File: src/rtl/spi_host_pkg.sv
package spi_host_pkg;

    localparam int WORD_W = 8;

    localparam logic [2:0] ADDR_CTRL = 3'd0;
    localparam logic [2:0] ADDR_STAT = 3'd1;
    localparam logic [2:0] ADDR_TXD  = 3'd2;
    localparam logic [2:0] ADDR_RXD  = 3'd3;
    localparam logic [2:0] ADDR_SSEL = 3'd4;

    localparam int CB_EN     = 1;
    localparam int CB_MASTER = 2;
    localparam int CB_CPOL   = 3;
    localparam int CB_CPHA   = 4;
    localparam int CB_TXRST  = 5;
    localparam int CB_RXRST  = 6;
    localparam int CB_MANUAL = 7;
    localparam int CB_HOLD   = 8;

    typedef enum logic [1:0] {
        ENG_IDLE   = 2'd0,
        ENG_HALF_A = 2'd1,
        ENG_HALF_B = 2'd2
    } eng_state_t;

endpackage

File: src/rtl/spi_host_fifo.sv
module spi_host_fifo #(
    parameter int W     = 8,
    parameter int DEPTH = 4
) (
    input  logic         clk,
    input  logic         rst_n,
    input  logic         flush,
    input  logic         push,
    input  logic [W-1:0] din,
    input  logic         pop,
    output logic [W-1:0] dout,
    output logic         empty,
    output logic         full
);
    localparam int AW = (DEPTH > 1) ? $clog2(DEPTH) : 1;
    localparam int CW = $clog2(DEPTH + 1);
    localparam logic [AW-1:0] PTR_LAST  = AW'(DEPTH - 1);
    localparam logic [CW-1:0] CNT_FULL  = CW'(DEPTH);

    logic [W-1:0]  mem [DEPTH];
    logic [AW-1:0] wr_ptr, rd_ptr;
    logic [CW-1:0] count;
    logic          do_push, do_pop;

    assign empty   = (count == '0);
    assign full    = (count == CNT_FULL);
    assign do_push = push && !full;
    assign do_pop  = pop && !empty;
    assign dout    = mem[rd_ptr];

    always_ff @(posedge clk or negedge rst_n) begin
        if (!rst_n) begin
            wr_ptr <= '0;
            rd_ptr <= '0;
            count  <= '0;
        end else if (flush) begin
            wr_ptr <= '0;
            rd_ptr <= '0;
            count  <= '0;
        end else begin
            if (do_push) wr_ptr <= (wr_ptr == PTR_LAST) ? '0 : wr_ptr + 1'b1;
            if (do_pop)  rd_ptr <= (rd_ptr == PTR_LAST) ? '0 : rd_ptr + 1'b1;
            case ({do_push, do_pop})
                2'b10:   count <= count + 1'b1;
                2'b01:   count <= count - 1'b1;
                default: count <= count;
            endcase
        end
    end

    always_ff @(posedge clk) begin
        if (do_push && !flush) mem[wr_ptr] <= din;
    end

endmodule

File: src/rtl/spi_host_engine.sv
module spi_host_engine
    import spi_host_pkg::*;
#(
    parameter int CLK_DIV = 4
) (
    input  logic              clk,
    input  logic              rst_n,
    input  logic              go,
    input  logic              cpol,
    input  logic              cpha,
    input  logic [WORD_W-1:0] tx_byte,
    input  logic              miso,
    output logic              tx_pop,
    output logic              rx_push,
    output logic [WORD_W-1:0] rx_byte,
    output logic              sck,
    output logic              mosi,
    output logic              busy,
    output logic              byte_end
);
    localparam int CNT_W = (CLK_DIV > 1) ? $clog2(CLK_DIV) : 1;
    localparam int BIT_W = $clog2(WORD_W);
    localparam logic [CNT_W-1:0] CNT_LAST = CNT_W'(CLK_DIV - 1);
    localparam logic [BIT_W-1:0] BIT_LAST = BIT_W'(WORD_W - 1);

    eng_state_t        state_q, state_d;
    logic [CNT_W-1:0]  cnt_q;
    logic [BIT_W-1:0]  bit_q;
    logic [WORD_W-1:0] shreg_q;
    logic              samp_q;
    logic              half_end, last_bit;

    assign half_end = (cnt_q == CNT_LAST);
    assign last_bit = (bit_q == BIT_LAST);
    assign byte_end = (state_q == ENG_HALF_B) && half_end && last_bit;

    // next-state logic
    always_comb begin
        state_d = state_q;
        unique case (state_q)
            ENG_IDLE:   if (go) state_d = ENG_HALF_A;
            ENG_HALF_A: if (half_end) state_d = ENG_HALF_B;
            ENG_HALF_B: begin
                if (half_end) begin
                    if (!last_bit) state_d = ENG_HALF_A;
                    else           state_d = go ? ENG_HALF_A : ENG_IDLE;
                end
            end
            default:    state_d = ENG_IDLE;
        endcase
    end

    // state register
    always_ff @(posedge clk or negedge rst_n) begin
        if (!rst_n) state_q <= ENG_IDLE;
        else        state_q <= state_d;
    end

    // datapath registers
    always_ff @(posedge clk or negedge rst_n) begin
        if (!rst_n) begin
            cnt_q   <= '0;
            bit_q   <= '0;
            shreg_q <= '0;
            samp_q  <= 1'b0;
        end else begin
            unique case (state_q)
                ENG_IDLE: begin
                    cnt_q <= '0;
                    if (go) begin
                        shreg_q <= tx_byte;
                        bit_q   <= '0;
                    end
                end
                ENG_HALF_A: begin
                    cnt_q <= half_end ? '0 : cnt_q + 1'b1;
                    if (half_end) samp_q <= miso;
                end
                ENG_HALF_B: begin
                    cnt_q <= half_end ? '0 : cnt_q + 1'b1;
                    if (half_end) begin
                        if (last_bit) begin
                            if (go) begin
                                shreg_q <= tx_byte;
                                bit_q   <= '0;
                            end
                        end else begin
                            shreg_q <= {shreg_q[WORD_W-2:0], samp_q};
                            bit_q   <= bit_q + 1'b1;
                        end
                    end
                end
                default: cnt_q <= '0;
            endcase
        end
    end

    // outputs
    always_comb begin
        tx_pop  = go && ((state_q == ENG_IDLE) || byte_end);
        rx_push = byte_end;
        rx_byte = {shreg_q[WORD_W-2:0], samp_q};
        busy    = (state_q != ENG_IDLE);
        mosi    = shreg_q[WORD_W-1];
        unique case (state_q)
            ENG_IDLE:   sck = cpol;
            ENG_HALF_A: sck = cpol ^ cpha;
            ENG_HALF_B: sck = cpol ^ ~cpha;
            default:    sck = cpol;
        endcase
    end

endmodule

File: src/rtl/spi_host_ctrl.sv
module spi_host_ctrl
    import spi_host_pkg::*;
#(
    parameter int CLK_DIV  = 4,
    parameter int TX_DEPTH = 8,
    parameter int RX_DEPTH = 8,
    parameter int NUM_SS   = 4
) (
    input  logic              clk,
    input  logic              rst_n,
    input  logic              reg_wr,
    input  logic              reg_rd,
    input  logic [2:0]        reg_addr,
    input  logic [15:0]       reg_wdata,
    output logic [15:0]       reg_rdata,
    output logic              irq_tx_empty,
    input  logic              fault_n,
    output logic              sck,
    output logic              mosi,
    input  logic              miso,
    output logic [NUM_SS-1:0] ss_n
);
    logic en_q, master_q, cpol_q, cpha_q, manual_q, inhibit_q, modef_q;
    logic [NUM_SS-1:0] ss_q;

    logic wr_ctrl, rd_stat;
    logic txf_flush, txf_push, txf_pop, txf_empty, txf_full;
    logic rxf_flush, rxf_push, rxf_pop, rxf_empty, rxf_full;
    logic [WORD_W-1:0] txf_dout, rxf_dout, rx_byte;
    logic eng_busy, byte_end, go;
    logic unused_wdata;

    assign unused_wdata = ^reg_wdata;

    assign wr_ctrl   = reg_wr && (reg_addr == ADDR_CTRL);
    assign rd_stat   = reg_rd && (reg_addr == ADDR_STAT);
    assign txf_flush = wr_ctrl && reg_wdata[CB_TXRST];
    assign rxf_flush = wr_ctrl && reg_wdata[CB_RXRST];
    assign txf_push  = reg_wr && (reg_addr == ADDR_TXD);
    assign rxf_pop   = reg_rd && (reg_addr == ADDR_RXD);
    assign go        = en_q && master_q && !inhibit_q && !txf_empty;

    spi_host_fifo #(.W(WORD_W), .DEPTH(TX_DEPTH)) u_txf (
        .clk(clk), .rst_n(rst_n), .flush(txf_flush),
        .push(txf_push), .din(reg_wdata[WORD_W-1:0]),
        .pop(txf_pop), .dout(txf_dout), .empty(txf_empty), .full(txf_full)
    );

    spi_host_fifo #(.W(WORD_W), .DEPTH(RX_DEPTH)) u_rxf (
        .clk(clk), .rst_n(rst_n), .flush(rxf_flush),
        .push(rxf_push), .din(rx_byte),
        .pop(rxf_pop), .dout(rxf_dout), .empty(rxf_empty), .full(rxf_full)
    );

    spi_host_engine #(.CLK_DIV(CLK_DIV)) u_eng (
        .clk(clk), .rst_n(rst_n), .go(go), .cpol(cpol_q), .cpha(cpha_q),
        .tx_byte(txf_dout), .miso(miso), .tx_pop(txf_pop), .rx_push(rxf_push),
        .rx_byte(rx_byte), .sck(sck), .mosi(mosi), .busy(eng_busy),
        .byte_end(byte_end)
    );

    always_ff @(posedge clk or negedge rst_n) begin
        if (!rst_n) begin
            en_q         <= 1'b0;
            master_q     <= 1'b0;
            cpol_q       <= 1'b0;
            cpha_q       <= 1'b0;
            manual_q     <= 1'b0;
            inhibit_q    <= 1'b1;
            ss_q         <= '1;
            modef_q      <= 1'b0;
            irq_tx_empty <= 1'b0;
        end else begin
            if (wr_ctrl) begin
                en_q      <= reg_wdata[CB_EN];
                master_q  <= reg_wdata[CB_MASTER];
                cpol_q    <= reg_wdata[CB_CPOL];
                cpha_q    <= reg_wdata[CB_CPHA];
                manual_q  <= reg_wdata[CB_MANUAL];
                inhibit_q <= reg_wdata[CB_HOLD];
            end
            if (reg_wr && (reg_addr == ADDR_SSEL)) ss_q <= reg_wdata[NUM_SS-1:0];
            if (en_q && master_q && !fault_n) modef_q <= 1'b1;
            else if (rd_stat)                 modef_q <= 1'b0;
            irq_tx_empty <= byte_end && txf_empty;
        end
    end

    always_comb begin
        reg_rdata = '0;
        case (reg_addr)
            ADDR_CTRL: begin
                reg_rdata[CB_EN]     = en_q;
                reg_rdata[CB_MASTER] = master_q;
                reg_rdata[CB_CPOL]   = cpol_q;
                reg_rdata[CB_CPHA]   = cpha_q;
                reg_rdata[CB_MANUAL] = manual_q;
                reg_rdata[CB_HOLD]   = inhibit_q;
            end
            ADDR_STAT: reg_rdata[4:0] = {modef_q, txf_full, txf_empty, rxf_full, rxf_empty};
            ADDR_RXD:  reg_rdata[WORD_W-1:0] = rxf_empty ? '0 : rxf_dout;
            ADDR_SSEL: reg_rdata[NUM_SS-1:0] = ss_q;
            default:   reg_rdata = '0;
        endcase
    end

    assign ss_n = (manual_q || eng_busy) ? ss_q : '1;

endmodule

File: config.mk
export PLATFORM = sky130hd
export DESIGN_NAME = spi_host_ctrl
export DESIGN_NICKNAME = d
export VERILOG_FILES = /design/src/rtl/spi_host_pkg.sv /design/src/rtl/spi_host_fifo.sv /design/src/rtl/spi_host_engine.sv /design/src/rtl/spi_host_ctrl.sv
export SDC_FILE = /design/constraint.sdc
export NUM_CORES = 1
export LEC_CHECK = 0
export ABC_AREA = 1
export ABC_CLOCK_PERIOD_IN_PS = 3000
export CAP_MARGIN = 20
export CORE_MARGIN = 3
export CORE_UTILIZATION = 24
export DETAILED_ROUTE_END_ITERATION = 10
export HOLD_SLACK_MARGIN = 0.06
export PLACE_DENSITY = 0.35
export SLEW_MARGIN = 5
export SYNTH_ARGS = -nofsm -noshare
export SYNTH_HDL_FRONTEND = slang
export SYNTH_SLANG_ARGS = --single-unit
File: constraint.sdc
create_clock -name clk -period 3 [get_ports clk]
set_input_delay 0.3 -clock clk [delete_from_list [all_inputs] [get_ports clk]]
set_output_delay 0.3 -clock clk [all_outputs]
set_load 0.05 [all_outputs]
==> results.md, run 1 <==
* Gp weighted congestion at 0.7653
* RSZ-0062 raised after global routing: no
* DR vias at 5294
* Commonest cells after routing, fill and taps aside: nand2_1 (134), edfxtp_1 (128), nor2_1 (66)
* Post-CTS sizing at 0
* # hold bufs at CTS at 1
* Fillers at 3281
* Worst Clk Skew at 0.01235 ns
* Initial antenna violation count at 0
* Synth-to-layout area growth at 19.03%
* Lkg Pwr at 0.003608 uW
* Diode count at 0
* Worst vdd ir at 347.0 uV
* First-pass GRT wire length at 32060 um
* Worst Path Arrival at 2.52 ns
* CTS tree: yes
* Final TNS setup at 0 ns
* Yosys warns at 0
* Worst setup EP type: output pin
* Via density at 4.468
* Die width at 186.0 um
* Drt drc at 0
* Post-Synthesis Cells at 709
* Nets@finish at 817
* Top cell by count, worst path: inv_1
* Int Power at 4735 uW
* Worst Tran Pin Value at 0.7897 ns
* Worst EP required at 2.70 ns
* Sequential cell area at 5051 um^2
* PwrDens at 813.4 nW/um^2
* Setup crit start kind: register
* Initial drt markers at 226
* Post-DP HPWL at 14730 um
* Switching power at 2796 uW
* # IOs at 48
* Critical path peak fanout at 4
* Clk Latency, worst-skew pair at 0.42 ns
* Area of the multi-input gates at 2382 um^2
* TritonCTS Buffers at 17
* Most common cell after layout, fill and taps aside: nand2_1
* Hold Crit Class: reg -> reg
* Clock transition at the registers of the reported paths at 0.07 ns
* Max Clk Rate at 0.3544 GHz
* CTS root buf: clkbuf_16
* Setup repair bufs after CTS at 0
* CTS sink cnt at 176
* Setup WS pre-CTS at 0.3369 ns
* Largest net degree at the start of global routing at 35
* Switching Share at 37.12%
* Slew HR at 47.35%
* Clk buf depth at 2
* Max-Cap Viols at 0
* Routed WL per cell at 17.43 um
* Core Area at 31720 um^2
* Placement row count at 65
* CTS H-tree lvls at 4
* Period utilization at 94.05%
* Hold Vio Cnt, Final at 0
* Sequential share of the synthesized area at 64.93%
* Total Wirelength at 20650 um
* Overflow after GRT at 0
* Tmin final at 2.822 ns
* Post-synth cell types at 41
* Final setup violation count at 0
* Sequential share of power at 44.0%
* Die extent in y at 186.0 um
* CP max stage delay at 0.84 ns
* Mapped Area at 7779 um^2
* Critical path class: reg -> out
* Max Slew Vio Count at 0
* Port buffer count at 33
* Critical Path, Cell by Cell: inv_1 -> ha_1 -> inv_1 -> a21oi_1 -> o21ai_0 -> xor2_1 -> clkdlybuf4s50_1
* Synthesized area per cell at 10.97 um^2
* Post-DRT Antenna Nets at 0
* Combinational Power Share at 28.8%
* GRT Util Overall at 12.47%
* Vias in the first global route at 5463
* Initial core utilization at 24.52%
* Detailed Routing Iterations Pass 1 at 4
* CP max-delay cell: clkdlybuf4s50_1
* Final worst-path setup slack at 0.1785 ns
* Share of cells above drive strength 1 at 13.54%
* Clock power frac at 27.2%
* Die area at 34610 um^2
* Outcome: completed
* Register bit count reported by yosys at 176
## per-layer routing
metal / vias up / part of all wire, % / global-route usage [%]
li1: 2603 / - / -
met1: 2616 / 44 / 15.58
met4: 0 / 1.6 / 3.664
met5: - / 0 / 0
met2: 62 / 51 / 22.11
met3: 13 / 2.7 / 2.150
## through the flow
step / instance area, um^2 / hold WS, ns / std cells / utilization (%) / power, uW
2_1_floorplan: 7801 / 0.004409 / 715 / - / 4744
3_5_place_dp: 8715 / 0.4328 / 1153 / 27.48 / 5596
6_report: 9259 / 0.4427 / 1185 / 29.19 / 7531
4_1_cts: 9259 / 0.4441 / 1185 / 29.19 / 7671
5_1_grt: 9259 / 0.4493 / 1185 / 29.19 / 8040
3_3_place_gp: 8715 / 0.4308 / 1153 / 27.48 / 5537
## synth_stat cells, drive strengths merged
| master | instances | share of area (%) |
|---|---|---|
| dfstp | 5 | 1.7 |
| nor3 | 6 | 0.51 |
| o211ai | 3 | 0.29 |
| conb | 1 | 0.048 |
| a22o | 2 | 0.23 |
| buf | 11 | 0.93 |
| dfrtp | 43 | 14 |
| a31oi | 10 | 0.88 |
| a221oi | 2 | 0.23 |
| clkinv | 3 | 0.14 |
| edfxtp | 128 | 49 |
| nand3b | 2 | 0.19 |
| nand3 | 58 | 3.8 |
| fa | 1 | 0.26 |
| o2111ai | 2 | 0.23 |
| o21ai | 64 | 4.3 |
| nand2 | 145 | 7.5 |
| a21oi | 17 | 1.1 |
| xnor2 | 2 | 0.23 |
| o22ai | 15 | 1.2 |
| inv | 59 | 2.9 |
| nand4 | 6 | 0.48 |
| ha | 20 | 3.2 |
| clkbuf | 16 | 0.77 |
| nor2 | 74 | 4.1 |
| xor2 | 2 | 0.23 |
| o32ai | 1 | 0.11 |
| o221ai | 11 | 1.2 |
## power groups by stage
| stage | registers, uW | clock network [uW] | logic, uW |
|---|---|---|---|
| 2_1_floorplan | 3240 | 0 | 1500 |
| 3_3_place_gp | 3350 | 0 | 2180 |
| 3_5_place_dp | 3370 | 0 | 2220 |
| 4_1_cts | 3320 | 2120 | 2230 |
| 5_1_grt | 3360 | 2230 | 2450 |
| 6_report | 3310 | 2050 | 2170 |
## flip-flops by register name, summed over array words and instances, names as in the netlist, 2 cells and up
name	cells
u_txf.mem	64
u_eng.cnt_q	2
u_rxf.wr_ptr	3
u_rxf.rd_ptr	3
u_txf.rd_ptr	3
u_rxf.mem	64
u_eng.bit_q	3
u_rxf.count	4
u_eng.state_q	2
u_txf.wr_ptr	3
ss_q	4
u_eng.shreg_q	8
u_txf.count	4
## path summary, 6_finish.rpt
check	startpoint	slack, ns	endpoint	depth (start not counted)
setup / recovery	u_eng.state_q[0]$_DFFE_PN0P_	0.18	sck	7
hold / removal	u_eng.cnt_q[0]$_DFF_PN0_	0.44	u_eng.cnt_q[0]$_DFF_PN0_	1
setup reg to reg	u_eng.state_q[0]$_DFFE_PN0P_	0.35	u_rxf.count[3]$_DFFE_PN0P_	15
hold reg to reg	u_eng.cnt_q[0]$_DFF_PN0_	0.44	u_eng.cnt_q[0]$_DFF_PN0_	1
max in group asynchronous	rst_n	1.75	ss_q[1]$_DFFE_PN1P_	3
min in group asynchronous	rst_n	0.50	u_eng.bit_q[0]$_DFFE_PN0P_	2
## critical path: cells and delay by family (launching register included)
kind,cells,cell delay [ns]
AO/OA/AOI/OAI,2,0.20
XOR/XNOR,1,0.19
adder cells (fa/ha/maj),1,0.31
buffers and inverters,3,1.00
flip-flops,1,0.41
## layout make-up
class	count	area share, %
Inverter	62	2.541
Clock buffer	17	4.595
Tap cell	402	5.432
Timing Repair Buffer	64	5.973
Multi-Input combinational cell	450	25.73
Clock inverter	14	1.176
Sequential cell	176	54.55
## cell families (layout without fill, tap and decap cells)
kind of cell | after synthesis | count (layout) | share of synthesized area, %
fa+ha+maj | 21 | 21 | 3.474
xor+xnor | 4 | 4 | 0.4505
compound gates | 127 | 127 | 9.764
simple gates | 291 | 291 | 16.60
flops | 176 | 176 | 64.93
other cells | 1 | 7 | 0.04821
buf+inv | 89 | 157 | 4.729
Note: power is estimated with default switching activity, not from simulation.
==> run 2: changes to the inputs <==
- CORE_ASPECT_RATIO: default -> 1.1
- DONT_BUFFER_PORTS: default -> 1
- PLACE_DENSITY: 0.35 -> default
==> results.md, run 2 (same netlist as run 1, synthesis figures left out) <==
* Outcome: completed (unchanged)
* Lkg Pwr at 0.003553 uW (was 0.003608 uW)
* PwrDens at 830.5 nW/um^2 (was 813.4 nW/um^2)
* Most common cell after layout, fill and taps aside: nand2_1 (unchanged)
* Tmin final at 2.783 ns (was 2.822 ns)
* Max Clk Rate at 0.3593 GHz (was 0.3544 GHz)
* # IOs at 48 (unchanged)
* Setup repair bufs after CTS at 0 (unchanged)
* Period utilization at 92.78% (was 94.05%)
* Nets@finish at 794 (was 817)
* Fillers at 3264 (was 3281)
* Critical path class: reg -> out (unchanged)
* CTS root buf: clkbuf_16 (unchanged)
* Max Slew Vio Count at 0 (unchanged)
* Worst vdd ir at 445.8 uV (was 347.0 uV)
* Fin cells at 1181 (was 1185)
* Biggest regs: u_rxf.mem x64, u_txf.mem x64, u_eng.shreg_q x8 (unchanged)
* Core Area at 31650 um^2 (was 31720 um^2)
* Worst setup EP type: output pin (unchanged)
* Vias in the first global route at 5010 (was 5463)
* Hold Crit Class: in -> reg (was reg -> reg)
* Worst Tran Pin Value at 0.8912 ns (was 0.7897 ns)
* Final TNS setup at 0 ns (unchanged)
* Area of the multi-input gates at 2382 um^2 (unchanged)
* Largest net degree at the start of global routing at 49 (was 35)
* Commonest cells after routing, fill and taps aside: nand2_1 (134), edfxtp_1 (128), nor2_1 (66) (unchanged)
* Sequential cell area at 5051 um^2 (unchanged)
* Routed WL per cell at 15.37 um (was 17.43 um)
* Overflow after GRT at 0 (unchanged)
* Post-CTS sizing at 0 (unchanged)
* Share of cells above drive strength 1 at 12.61% (was 13.54%)
* Diode count at 0 (unchanged)
* DR vias at 5208 (was 5294)
* Slew HR at 40.37% (was 47.35%)
* Detailed Routing Iterations Pass 1 at 5 (was 4)
* CTS H-tree lvls at 4 (unchanged)
* Drt drc at 0 (unchanged)
* Port buffer count at 0 (was 33)
* Worst Path Arrival at 2.48 ns (was 2.52 ns)
* Synth-to-layout area growth at 17.76% (was 19.03%)
* TritonCTS Buffers at 17 (unchanged)
* Die width at 177.7 um (was 186.0 um)
* Critical Path, Cell by Cell: inv_1 -> buf_4 -> o21ai_0 -> o221ai_1 -> nand3_1 -> nand2_1 (was inv_1 -> ha_1 -> inv_1 -> a21oi_1 -> o21ai_0 -> xor2_1 -> clkdlybuf4s50_1)
* Die extent in y at 194.8 um (was 186.0 um)
* First-pass GRT wire length at 28320 um (was 32060 um)
* Initial antenna violation count at 0 (unchanged)
* Critical path peak fanout at 25 (was 4)
* RSZ-0062 raised after global routing: no (unchanged)
* Gp weighted congestion at 0.8398 (was 0.7653)
* Die area at 34610 um^2 (about the same)
* CTS sink cnt at 176 (unchanged)
* Fin area at 9160 um^2 (was 9259 um^2)
* Final setup violation count at 0 (unchanged)
* Hold Vio Cnt, Final at 0 (unchanged)
* Placement row count at 68 (was 65)
* Initial core utilization at 24.58% (was 24.52%)
* Fin util at 28.94% (was 29.19%)
* Critical path buffer and inverter count at 2 (was 3)
* Via density at 4.410 (was 4.468)
* DP Cell Count at 1137 (was 1153)
* Post-DP HPWL at 12540 um (was 14730 um)
* GRT Util Overall at 10.64% (was 12.47%)
* Area after DPL at 8412 um^2 (was 8715 um^2)
* Hold_ws at 0.09326 ns (was 0.4427 ns)
* CTS tree: yes (unchanged)
* Post-DRT Antenna Nets at 0 (unchanged)
* Total Wirelength at 18150 um (was 20650 um)
* Clk buf depth at 2 (unchanged)
* CP top delay family: buffers and inverters (unchanged)
* Clock transition at the registers of the reported paths at 0.07 ns (about the same)
* Clk Latency, worst-skew pair at 0.43 ns (was 0.42 ns)
* Worst EP required at 2.70 ns (about the same)
* Initial drt markers at 348 (was 226)
* Max-Cap Viols at 0 (unchanged)
* CP max-delay cell: inv_1 (was clkdlybuf4s50_1)
* Worst Clk Skew at 0.01462 ns (was 0.01235 ns)
* Setup crit start kind: register (unchanged)
* CP max stage delay at 0.57 ns (was 0.84 ns)
==> run 2: layer usage <==
layer	part of all wire, %	vias to the layer above	track usage, %
met3	4.0	15	2.325
met1	45	2532	13.71
li1	-	2546	-
met5	0	-	0
met2	50	115	17.93
met4	1.1	0	3.026
==> run 2: final cells by class <==
| class | instances | share of cell area (%) |
|---|---|---|
| well taps | 420 | 5.737 |
| clock buffers | 18 | 4.685 |
| inverters | 62 | 2.568 |
| multi-input cells | 450 | 26.01 |
| repair buffers | 41 | 3.879 |
| clock inverters | 14 | 1.981 |
| flip-flops and latches | 176 | 55.14 |
==> run 2: where the power goes <==
group / switching, uW / internal [uW] / total, uW / leakage [uW]
Clock: 945 / 1330 / 2270 / 0.000291
Sequential: 338 / 2970 / 3310 / 0.00175
Combinational: 1400 / 625 / 2030 / 0.00151
==> run 2: worst register-to-register path, delay by kind of cell, from the launching register on <==
family	cells	cell delay (ns)
AO/OA/AOI/OAI	3	0.49
AND/OR/NAND/NOR	5	0.49
buffers and inverters	4	0.35
flip-flops	1	0.42
XOR/XNOR	1	0.18
adder cells (fa/ha/maj)	2	0.59
==> run 2: path summary, 6_finish.rpt <==
check	startpoint	endpoint	slack, ns	cells after the start
max in group asynchronous	rst_n	ss_q[0]$_DFFE_PN1P_	2.30	2
min in group asynchronous	rst_n	u_eng.shreg_q[6]$_DFFE_PN0P_	0.39	2
max reg2reg	u_eng.state_q[0]$_DFFE_PN0P_	u_rxf.count[3]$_DFFE_PN0P_	0.42	15
min	reg_wdata[2]	ss_q[2]$_DFFE_PN1P_	0.09	2
max	u_rxf.rd_ptr[0]$_DFFE_PN0P_	reg_rdata[2]	0.22	6
min reg2reg	u_eng.cnt_q[0]$_DFF_PN0_	u_eng.cnt_q[0]$_DFF_PN0_	0.45	1
==> run 2: metrics by stage <==
step	setup WS (ns)	power [uW]
after floorplan	0.7167	4744
after global placement	0.4771	5296
after detailed placement	0.4226	5358
after CTS	0.1735	7681
after global routing	0.04182	8047
final	0.2166	7608
==> run 2: timing repair <==
| action | 4_1_cts | 5_1_grt |
|---|---|---|
| hold endpoints to repair | 119 | 0 |
| hold buffers | 12 | 0 |
| endpoints found under the setup margin | 0 | 0 |
